==> src/rtl/lcd_tg_pkg.sv <==
`timescale 1ns/1ps
package lcd_tg_pkg;

    // Which pixel-clock edge launches panel data
    typedef enum logic {
        LAUNCH_FALL = 1'b0,
        LAUNCH_RISE = 1'b1
    } launch_e;

    // Segment membership of one axis position
    typedef struct packed {
        logic sync;
        logic active;
    } seg_flags_t;

    // Map a logical "asserted" to a pin level for a given polarity
    function automatic logic pin_level(input logic asserted, input logic act_high);
        return act_high ? asserted : ~asserted;
    endfunction

endpackage

==> src/rtl/lcd_tg_pixdiv.sv <==
`timescale 1ns/1ps
module lcd_tg_pixdiv #(
    parameter int unsigned DIV_W = 8
) (
    input  logic             clk,
    input  logic             rst_n,
    input  logic             en,
    input  logic [DIV_W-1:0] half_m1,
    output logic             pclk,
    output logic             adv
);

    typedef struct packed {
        logic [DIV_W-1:0] cnt;
        logic             lvl;
    } div_s;

    div_s div_q, div_d;
    logic at_end;

    always_comb begin
        div_d  = div_q;
        at_end = (div_q.cnt >= half_m1);
        adv    = en && at_end && div_q.lvl;
        if (!en) begin
            div_d = '0;
        end else if (at_end) begin
            div_d.cnt = '0;
            div_d.lvl = ~div_q.lvl;
        end else begin
            div_d.cnt = div_q.cnt + DIV_W'(1);
        end
    end

    always_ff @(posedge clk or negedge rst_n) begin
        if (!rst_n) div_q <= '0;
        else        div_q <= div_d;
    end

    assign pclk = div_q.lvl;

    // the clock level only moves when a half period is complete
    assert_pclk_half_R1: assert property (@(posedge clk) disable iff (!rst_n)
        (en && div_q.cnt < half_m1) |=> $stable(pclk));

    // a disabled divider parks the clock low
    assert_pclk_park_R10: assert property (@(posedge clk) disable iff (!rst_n)
        !en |=> !pclk);

endmodule

==> src/rtl/lcd_tg_axis.sv <==
`timescale 1ns/1ps
module lcd_tg_axis
    import lcd_tg_pkg::*;
#(
    parameter int unsigned SEG_W = 10
) (
    input  logic             clk,
    input  logic             rst_n,
    input  logic             hold,
    input  logic             step,
    input  logic [SEG_W-1:0] cur_sync,
    input  logic [SEG_W-1:0] cur_lead,
    input  logic [SEG_W-1:0] cur_act,
    input  logic [SEG_W-1:0] cur_trail,
    input  logic [SEG_W-1:0] nxt_sync,
    input  logic [SEG_W-1:0] nxt_lead,
    input  logic [SEG_W-1:0] nxt_act,
    output logic             wrap,
    output seg_flags_t       flags,
    output logic [SEG_W-1:0] idx
);

    localparam int unsigned POS_W = SEG_W + 2;

    typedef struct packed {
        logic [POS_W-1:0] pos;
        seg_flags_t       flg;
        logic [SEG_W-1:0] idx;
    } axis_s;

    axis_s            ax_q, ax_d;
    logic [POS_W-1:0] span;
    logic [POS_W-1:0] act_lo;
    logic [POS_W-1:0] act_hi;

    // Wrap uses only the configuration in force for the running frame
    always_comb begin
        span = POS_W'(cur_sync) + POS_W'(cur_lead) + POS_W'(cur_act) + POS_W'(cur_trail);
        wrap = step && (ax_q.pos == span - POS_W'(1));
    end

    always_comb begin
        ax_d = ax_q;
        if (hold || wrap)  ax_d.pos = '0;
        else if (step)     ax_d.pos = ax_q.pos + POS_W'(1);
        act_lo = POS_W'(nxt_sync) + POS_W'(nxt_lead);
        act_hi = act_lo + POS_W'(nxt_act);
        ax_d.flg.sync   = ax_d.pos < POS_W'(nxt_sync);
        ax_d.flg.active = (ax_d.pos >= act_lo) && (ax_d.pos < act_hi);
        ax_d.idx        = ax_d.flg.active ? SEG_W'(ax_d.pos - act_lo) : '0;
    end

    always_ff @(posedge clk or negedge rst_n) begin
        if (!rst_n) ax_q <= '0;
        else        ax_q <= ax_d;
    end

    assign flags = ax_q.flg;
    assign idx   = ax_q.idx;

    // sync and active segments never overlap
    assert_seg_disjoint_R2: assert property (@(posedge clk) disable iff (!rst_n)
        flags.active |-> !flags.sync);

    // position stays inside the programmed span
    assert_pos_bounded_R3: assert property (@(posedge clk) disable iff (!rst_n)
        (span != '0) |-> (ax_q.pos < span));

endmodule

==> src/rtl/lcd_timing_gen.sv <==
`timescale 1ns/1ps
module lcd_timing_gen
    import lcd_tg_pkg::*;
#(
    parameter int unsigned PCD_W = 8,
    parameter int unsigned H_W   = 10,
    parameter int unsigned V_W   = 10
) (
    input  logic             clk,
    input  logic             rst_n,
    input  logic             en_i,
    input  logic [PCD_W-1:0] cfg_pcd_i,
    input  logic             cfg_launch_rise_i,
    input  logic             cfg_hs_high_i,
    input  logic             cfg_vs_high_i,
    input  logic             cfg_dual_i,
    input  logic [H_W-1:0]   cfg_hsw_i,
    input  logic [H_W-1:0]   cfg_hbp_i,
    input  logic [H_W-1:0]   cfg_hact_i,
    input  logic [H_W-1:0]   cfg_hfp_i,
    input  logic [V_W-1:0]   cfg_vsw_i,
    input  logic [V_W-1:0]   cfg_vbp_i,
    input  logic [V_W-1:0]   cfg_vlines_i,
    input  logic [V_W-1:0]   cfg_vfp_i,
    output logic             pclk_o,
    output logic             hsync_o,
    output logic             vsync_o,
    output logic             de_o,
    output logic             pix_req_o,
    output logic [H_W-1:0]   pix_x_o,
    output logic [V_W-1:0]   pix_y_o
);

    typedef struct packed {
        logic [PCD_W-1:0] pcd;
        launch_e          launch;
        logic             hs_high;
        logic             vs_high;
        logic [H_W-1:0]   hsw;
        logic [H_W-1:0]   hbp;
        logic [H_W-1:0]   hact;
        logic [H_W-1:0]   hfp;
        logic [V_W-1:0]   vsw;
        logic [V_W-1:0]   vbp;
        logic [V_W-1:0]   vact;
        logic [V_W-1:0]   vfp;
    } shadow_s;

    typedef struct packed {
        shadow_s shd;
        logic    run;
        logic    adv_seen;
    } top_s;

    top_s       st_q, st_d;
    shadow_s    shd_d;
    logic       adv, pclk_raw;
    logic       h_wrap, v_wrap;
    seg_flags_t h_flags, v_flags;
    logic [H_W-1:0] h_idx;
    logic [V_W-1:0] v_idx;

    lcd_tg_pixdiv #(.DIV_W(PCD_W)) div_i (
        .clk     (clk),
        .rst_n   (rst_n),
        .en      (en_i),
        .half_m1 (st_q.shd.pcd),
        .pclk    (pclk_raw),
        .adv     (adv)
    );

    // Shadow capture: while idle, and on the last step of a frame
    always_comb begin
        shd_d = st_q.shd;
        if (!st_q.run || v_wrap) begin
            shd_d.pcd     = cfg_pcd_i;
            shd_d.launch  = launch_e'(cfg_launch_rise_i);
            shd_d.hs_high = cfg_hs_high_i;
            shd_d.vs_high = cfg_vs_high_i;
            shd_d.hsw     = cfg_hsw_i;
            shd_d.hbp     = cfg_hbp_i;
            shd_d.hact    = cfg_hact_i;
            shd_d.hfp     = cfg_hfp_i;
            shd_d.vsw     = cfg_vsw_i;
            shd_d.vbp     = cfg_vbp_i;
            shd_d.vact    = cfg_dual_i ? (cfg_vlines_i >> 1) : cfg_vlines_i;
            shd_d.vfp     = cfg_vfp_i;
        end
    end

    always_comb begin
        st_d          = st_q;
        st_d.shd      = shd_d;
        st_d.run      = en_i && (st_q.run || adv);
        st_d.adv_seen = adv;
    end

    always_ff @(posedge clk or negedge rst_n) begin
        if (!rst_n) st_q <= '0;
        else        st_q <= st_d;
    end

    lcd_tg_axis #(.SEG_W(H_W)) h_axis_i (
        .clk       (clk),
        .rst_n     (rst_n),
        .hold      (!en_i),
        .step      (adv && st_q.run),
        .cur_sync  (st_q.shd.hsw),
        .cur_lead  (st_q.shd.hbp),
        .cur_act   (st_q.shd.hact),
        .cur_trail (st_q.shd.hfp),
        .nxt_sync  (shd_d.hsw),
        .nxt_lead  (shd_d.hbp),
        .nxt_act   (shd_d.hact),
        .wrap      (h_wrap),
        .flags     (h_flags),
        .idx       (h_idx)
    );

    lcd_tg_axis #(.SEG_W(V_W)) v_axis_i (
        .clk       (clk),
        .rst_n     (rst_n),
        .hold      (!en_i),
        .step      (h_wrap),
        .cur_sync  (st_q.shd.vsw),
        .cur_lead  (st_q.shd.vbp),
        .cur_act   (st_q.shd.vact),
        .cur_trail (st_q.shd.vfp),
        .nxt_sync  (shd_d.vsw),
        .nxt_lead  (shd_d.vbp),
        .nxt_act   (shd_d.vact),
        .wrap      (v_wrap),
        .flags     (v_flags),
        .idx       (v_idx)
    );

    assign pclk_o    = (st_q.shd.launch == LAUNCH_RISE) ? ~pclk_raw : pclk_raw;
    assign hsync_o   = pin_level(st_q.run && h_flags.sync, st_q.shd.hs_high);
    assign vsync_o   = pin_level(st_q.run && v_flags.sync, st_q.shd.vs_high);
    assign de_o      = st_q.run && h_flags.active && v_flags.active;
    assign pix_req_o = de_o && st_q.adv_seen;
    assign pix_x_o   = de_o ? h_idx : '0;
    assign pix_y_o   = de_o ? v_idx : '0;

    // inside the data window both syncs are at their inactive level
    assert_window_quiet_R4: assert property (@(posedge clk) disable iff (!rst_n)
        de_o |-> (hsync_o == !st_q.shd.hs_high) && (vsync_o == !st_q.shd.vs_high));

    // request strobe lasts a single controller clock
    assert_req_single_R5: assert property (@(posedge clk) disable iff (!rst_n)
        pix_req_o |=> !pix_req_o);

    // dropping the enable silences data and requests on the next clock
    assert_idle_quiet_R10: assert property (@(posedge clk) disable iff (!rst_n)
        !en_i |=> (!de_o && !pix_req_o));

endmodule

==> config.mk <==
export PLATFORM = sky130hd
export DESIGN_NAME = lcd_timing_gen
export DESIGN_NICKNAME = d
export VERILOG_FILES = /design/src/rtl/lcd_tg_pkg.sv /design/src/rtl/lcd_tg_pixdiv.sv /design/src/rtl/lcd_tg_axis.sv /design/src/rtl/lcd_timing_gen.sv
export SDC_FILE = /design/constraint.sdc
export NUM_CORES = 1
export LEC_CHECK = 0
export BUFFER_PORTS_ARGS = -buffer_cell sky130_fd_sc_hd__buf_2
export CAP_MARGIN = 5
export CELL_PAD_IN_SITES_DETAIL_PLACEMENT = 0
export CELL_PAD_IN_SITES_GLOBAL_PLACEMENT = 2
export CORE_MARGIN = 3
export CORE_UTILIZATION = 30
export CTS_CLUSTER_DIAMETER = 100
export DETAILED_ROUTE_END_ITERATION = 10
export GPL_TIMING_DRIVEN = 0
export PLACE_DENSITY_LB_ADDON = 0.3
export SLEW_MARGIN = 10
export SYNTH_ARGS = -nofsm -noshare
export SYNTH_HDL_FRONTEND = slang
export SYNTH_SLANG_ARGS = --single-unit
==> constraint.sdc <==
create_clock -name clk -period 24.1 [get_ports clk]
set_input_delay 3.615 -clock clk [delete_from_list [all_inputs] [get_ports clk]]
set_output_delay 3.615 -clock clk [all_outputs]
set_load 0.02 [all_outputs]
==> impl_metrics.py <==
metrics = {
    "detailed_routing": {
        "routedWlPerCell_um": 17.9,
        "antenna_violating_nets_post_route": 0,
        "first_drt_iteration_drcs": 455,
        "via_per_inst": 4.74,
        "route.final.wire_length_um": 36100,
        "route.vias.total": 9556,
        "detail_route.first_pass.iterations": 6,
        "post-route-drc-count": 0,
    },
    "layout": {
        "fillCellCount": 4291,
        "layout.cells.non_filler": 2017,
        "antennaDiodeCount": 0,
        "final_cell_area_mm2": 0.0145,
        "final_util_pct": 35.2,
        "synthToLayoutAreaGrowth_pct": 14.9,
        "net_count_reported_at_finish": 1772,
        "final_layout_size_suffix_gt1_share_pct": 15.8,
    },
    "run_status": {
        "outcome": "completed",
    },
    "timing": {
        "final.setup.tns_ns": 0,
        "maxSlewHeadroom_pct": 43.5,
        "finClkSkew_ns": 0.00896,
        "clock.fmax_ghz": 0.0915,
        "finalMaxSlewViolations": 0,
        "period_share_pct": 45.4,
        "hold_violations": 0,
        "total_setup_violations_reported_at_the_end_of_the_flow": 0,
        "period_needed_ns": 10.93,
        "worst_slew_pin_slew_ns": 0.848,
        "rsz0062_at_grt": "no",
    },
    "pwr": {
        "ir_drop_mv": 0.0443,
        "power_density_mw_per_mm2": 66.8,
        "totalPowerFinal_mw": 0.972,
        "leakagePower_nw": 7.50,
    },
    "critical_path": {
        "path_common_cell": "sky130_fd_sc_hd__a21oi_1",
        "worst-setup-path-type": "flop to flop",
        "cpMaxStageDelayCell": "sky130_fd_sc_hd__dfrtp_1",
        "crit_path_max_incr_delay_ns": 0.46,
        "arrival_ns": 11.28,
        "worst_setup_path_start_kind": "flop",
        "critPathMaxFanout": 10,
        "critical_path_required_ns": 24.45,
        "worst_setup_path_startpoint": "st_q[23]",
        "worst_r2r_startpoint": "st_q[23]",
        "critical_path.endpoint_type": "flop",
        "ff2ff_path_depth": 49,
    },
    "global_routing": {
        "grt_max_degree": 85,
        "grt_util_all_layers_pct": 16.5,
        "first_global_vias": 9925,
        "antenna_found_initial": 4,
        "grt_first_pass_wirelength_um": 56100,
        "gr-total-overflow": 0,
    },
    "synth": {
        "async_flop_share_pct": 100,
        "ys_types": 85,
        "synth_enable_flop_cells": 0,
        "synthesis.area_mm2": 0.0127,
        "postSynthNetCount": 1634,
        "avgSynthCellArea_um2": 9.49,
        "ys_seq_area_share_pct": 29.7,
        "synth_warnings": 0,
        "ys_seq_elements": 150,
        "syn_inst": 1334,
        "dominantRegCellSynth": "sky130_fd_sc_hd__dfrtp_1",
    },
    "floorplan": {
        "floorplan.die.height_um": 211,
        "core_region_area_mm2": 0.0413,
        "floorplan.die.width_um": 211,
        "initial_utilization_pct": 30.6,
        "ioPinCount": 120,
        "fp-row-count": 74,
        "floorplan.die_area_mm2": 0.0447,
    },
    "clock_tree": {
        "postCtsResizedCells": 0,
        "cts_bufs_inserted": 17,
        "cts.path.max_buffers": 2,
        "cts_tree": "yes",
        "worst_skew_pair.late_latency_ns": 0.44,
        "cts-root-buf": "sky130_fd_sc_hd__clkbuf_16",
        "post_cts.repair.setup_buffers": 0,
        "hold_buffers": 0,
        "cts_sinks": 150,
        "clock_tree.htree_level_count": 4,
        "worst_setup_hold_path_clk_slew_ns": 0.07,
    },
    "hold_path": {
        "hold_path_depth": 1,
        "hold_start": "st_q[84]",
        "hold_class": "flop to flop",
    },
    "placed_design": {
        "numPlacedInstances": 1985,
        "dp.final_hpwl_um": 29900,
        "placement.cell_area_mm2": 0.0139,
        "io_buffers": 118,
        "place.gp.congestion": 0.822,
    },
    "job": {
        "max_cap_violations": 0,
    },
}
## metrics by stage
stage	hold WS (ns)	worst slack, ns
detailed placement	0.515	13.10
finish	0.531	13.17
global route	0.550	12.23
CTS	0.537	13.02
global placement	0.510	13.08
floorplan	0.485	14.60
## kinds of logic after synthesis
group,Yosys count,share of synthesized area (%)
adders and majority gates,209,22.1
AOI/OAI and AO/OA,275,14.2
and+or+nand+nor,327,13.5
DFF,150,29.7
xor gates and xnor gates,131,9.18
muxes,70,5.98
buffers and inverters,172,5.34
## critical path, delay by kind of cell (launching register included)
kind | cells | cell delay (ns)
XOR/XNOR | 3 | 0.63
AO/OA/AOI/OAI | 23 | 4.25
buffers and inverters | 9 | 1.75
flip-flops | 1 | 0.46
adder cells (fa/ha/maj) | 7 | 2.19
AND/OR/NAND/NOR | 6 | 1.23
multiplexers | 1 | 0.31
## registers in the layout (all words and copies together), names as in the netlist
signal and flops:
v_axis_i.ax_q 12, div_i.div_q 8, st_q 93, v_axis_i.idx 10, h_axis_i.idx 10, h_axis_i.flags 2
v_axis_i.flags 2, h_axis_i.ax_q 12, div_i.pclk 1
## power breakdown
part	leakage (nW)	switching, mW	internal, mW
Sequential	1.87	0.00642	0.260
Combinational	5.35	0.241	0.184
Clock	0.274	0.120	0.161
Total	7.50	0.367	0.605
## path summary, 6_finish.rpt
check	end	slack, ns
max	v_axis_i.idx[4]	13.17
min	st_q[84]	0.53
max reg2reg	v_axis_i.idx[4]	13.17
min reg2reg	st_q[84]	0.53
max in group asynchronous	st_q[6]	20.10
min in group asynchronous	h_axis_i.idx[8]	3.14
## cell type report
class	count	area, um2	share of cell area, %
clock inverter	11	124	0.852
inverter	145	544	3.74
sequential	150	3750	25.8
multi-input combinational	1012	8230	56.6
buffer	27	131	0.903
tap	532	666	4.58
timing repair buffer	119	628	4.32
clock buffer	21	470	3.23
## placed cells by master, fill, tap and decap left out, types with 4 or more instances in the layout
cell type	instances
sky130_fd_sc_hd__ha_1	179
sky130_fd_sc_hd__dfrtp_1	150
sky130_fd_sc_hd__inv_1	144
sky130_fd_sc_hd__buf_2	126
sky130_fd_sc_hd__a21oi_1	80
sky130_fd_sc_hd__xnor2_1	77
sky130_fd_sc_hd__nor2_1	74
sky130_fd_sc_hd__nand2_1	66
sky130_fd_sc_hd__o21ai_0	64
sky130_fd_sc_hd__xor2_1	52
sky130_fd_sc_hd__a21o_1	46
sky130_fd_sc_hd__and2_1	42
sky130_fd_sc_hd__nand3_1	42
sky130_fd_sc_hd__mux2_2	38
sky130_fd_sc_hd__mux2i_1	30
sky130_fd_sc_hd__fa_1	26
sky130_fd_sc_hd__nor2b_1	18
sky130_fd_sc_hd__and3_1	17
sky130_fd_sc_hd__clkbuf_16	17
sky130_fd_sc_hd__nor3_1	14
sky130_fd_sc_hd__clkbuf_1	13
sky130_fd_sc_hd__o21bai_1	13
sky130_fd_sc_hd__nand4_1	11
sky130_fd_sc_hd__nand2b_1	11
sky130_fd_sc_hd__o211ai_1	10
sky130_fd_sc_hd__o21a_1	9
sky130_fd_sc_hd__clkinvlp_4	6
sky130_fd_sc_hd__a211o_1	5
sky130_fd_sc_hd__a211oi_1	4
sky130_fd_sc_hd__or3_1	4
sky130_fd_sc_hd__nor4_1	4
## metal layers
| metal | part of all wire, % | GRT usage [%] | up-vias |
|---|---|---|---|
| met1 | 53 | 24.6 | 4503 |
| li1 | - | - | 4901 |
| met4 | 1.0 | 3.39 | 8 |
| met2 | 43 | 25.3 | 117 |
| met5 | 0.19 | 0 | - |
| met3 | 2.7 | 2.62 | 27 |
## cells in the mapped netlist (all sizes together), types with 4 or more instances
cell type	instances	area, um2
mux2i	31	314
a211o	5	43.8
nor2	74	278
xnor2	78	691
nand4	12	81.3
a211oi	6	55.1
o21bai	13	97.6
o211ai	11	87.6
nand3	42	210
ha	179	2240
buf	15	86.3
nor2b	18	113
a21o	46	345
and3	18	118
and2	43	272
inv	145	544
xor2	53	472
or2	4	25.0
or3	4	25.0
nor4	6	58.8
nand2b	12	82.6
o21a	9	67.6
clkbuf	12	45.0
o21ai	66	334
nor3	15	80.1
maj3	4	41.3
fa	26	521
mux2	39	443
dfrtp	150	3750
nand2	67	254
a21oi	82	418
Note: power is estimated with default switching activity, not from simulation.
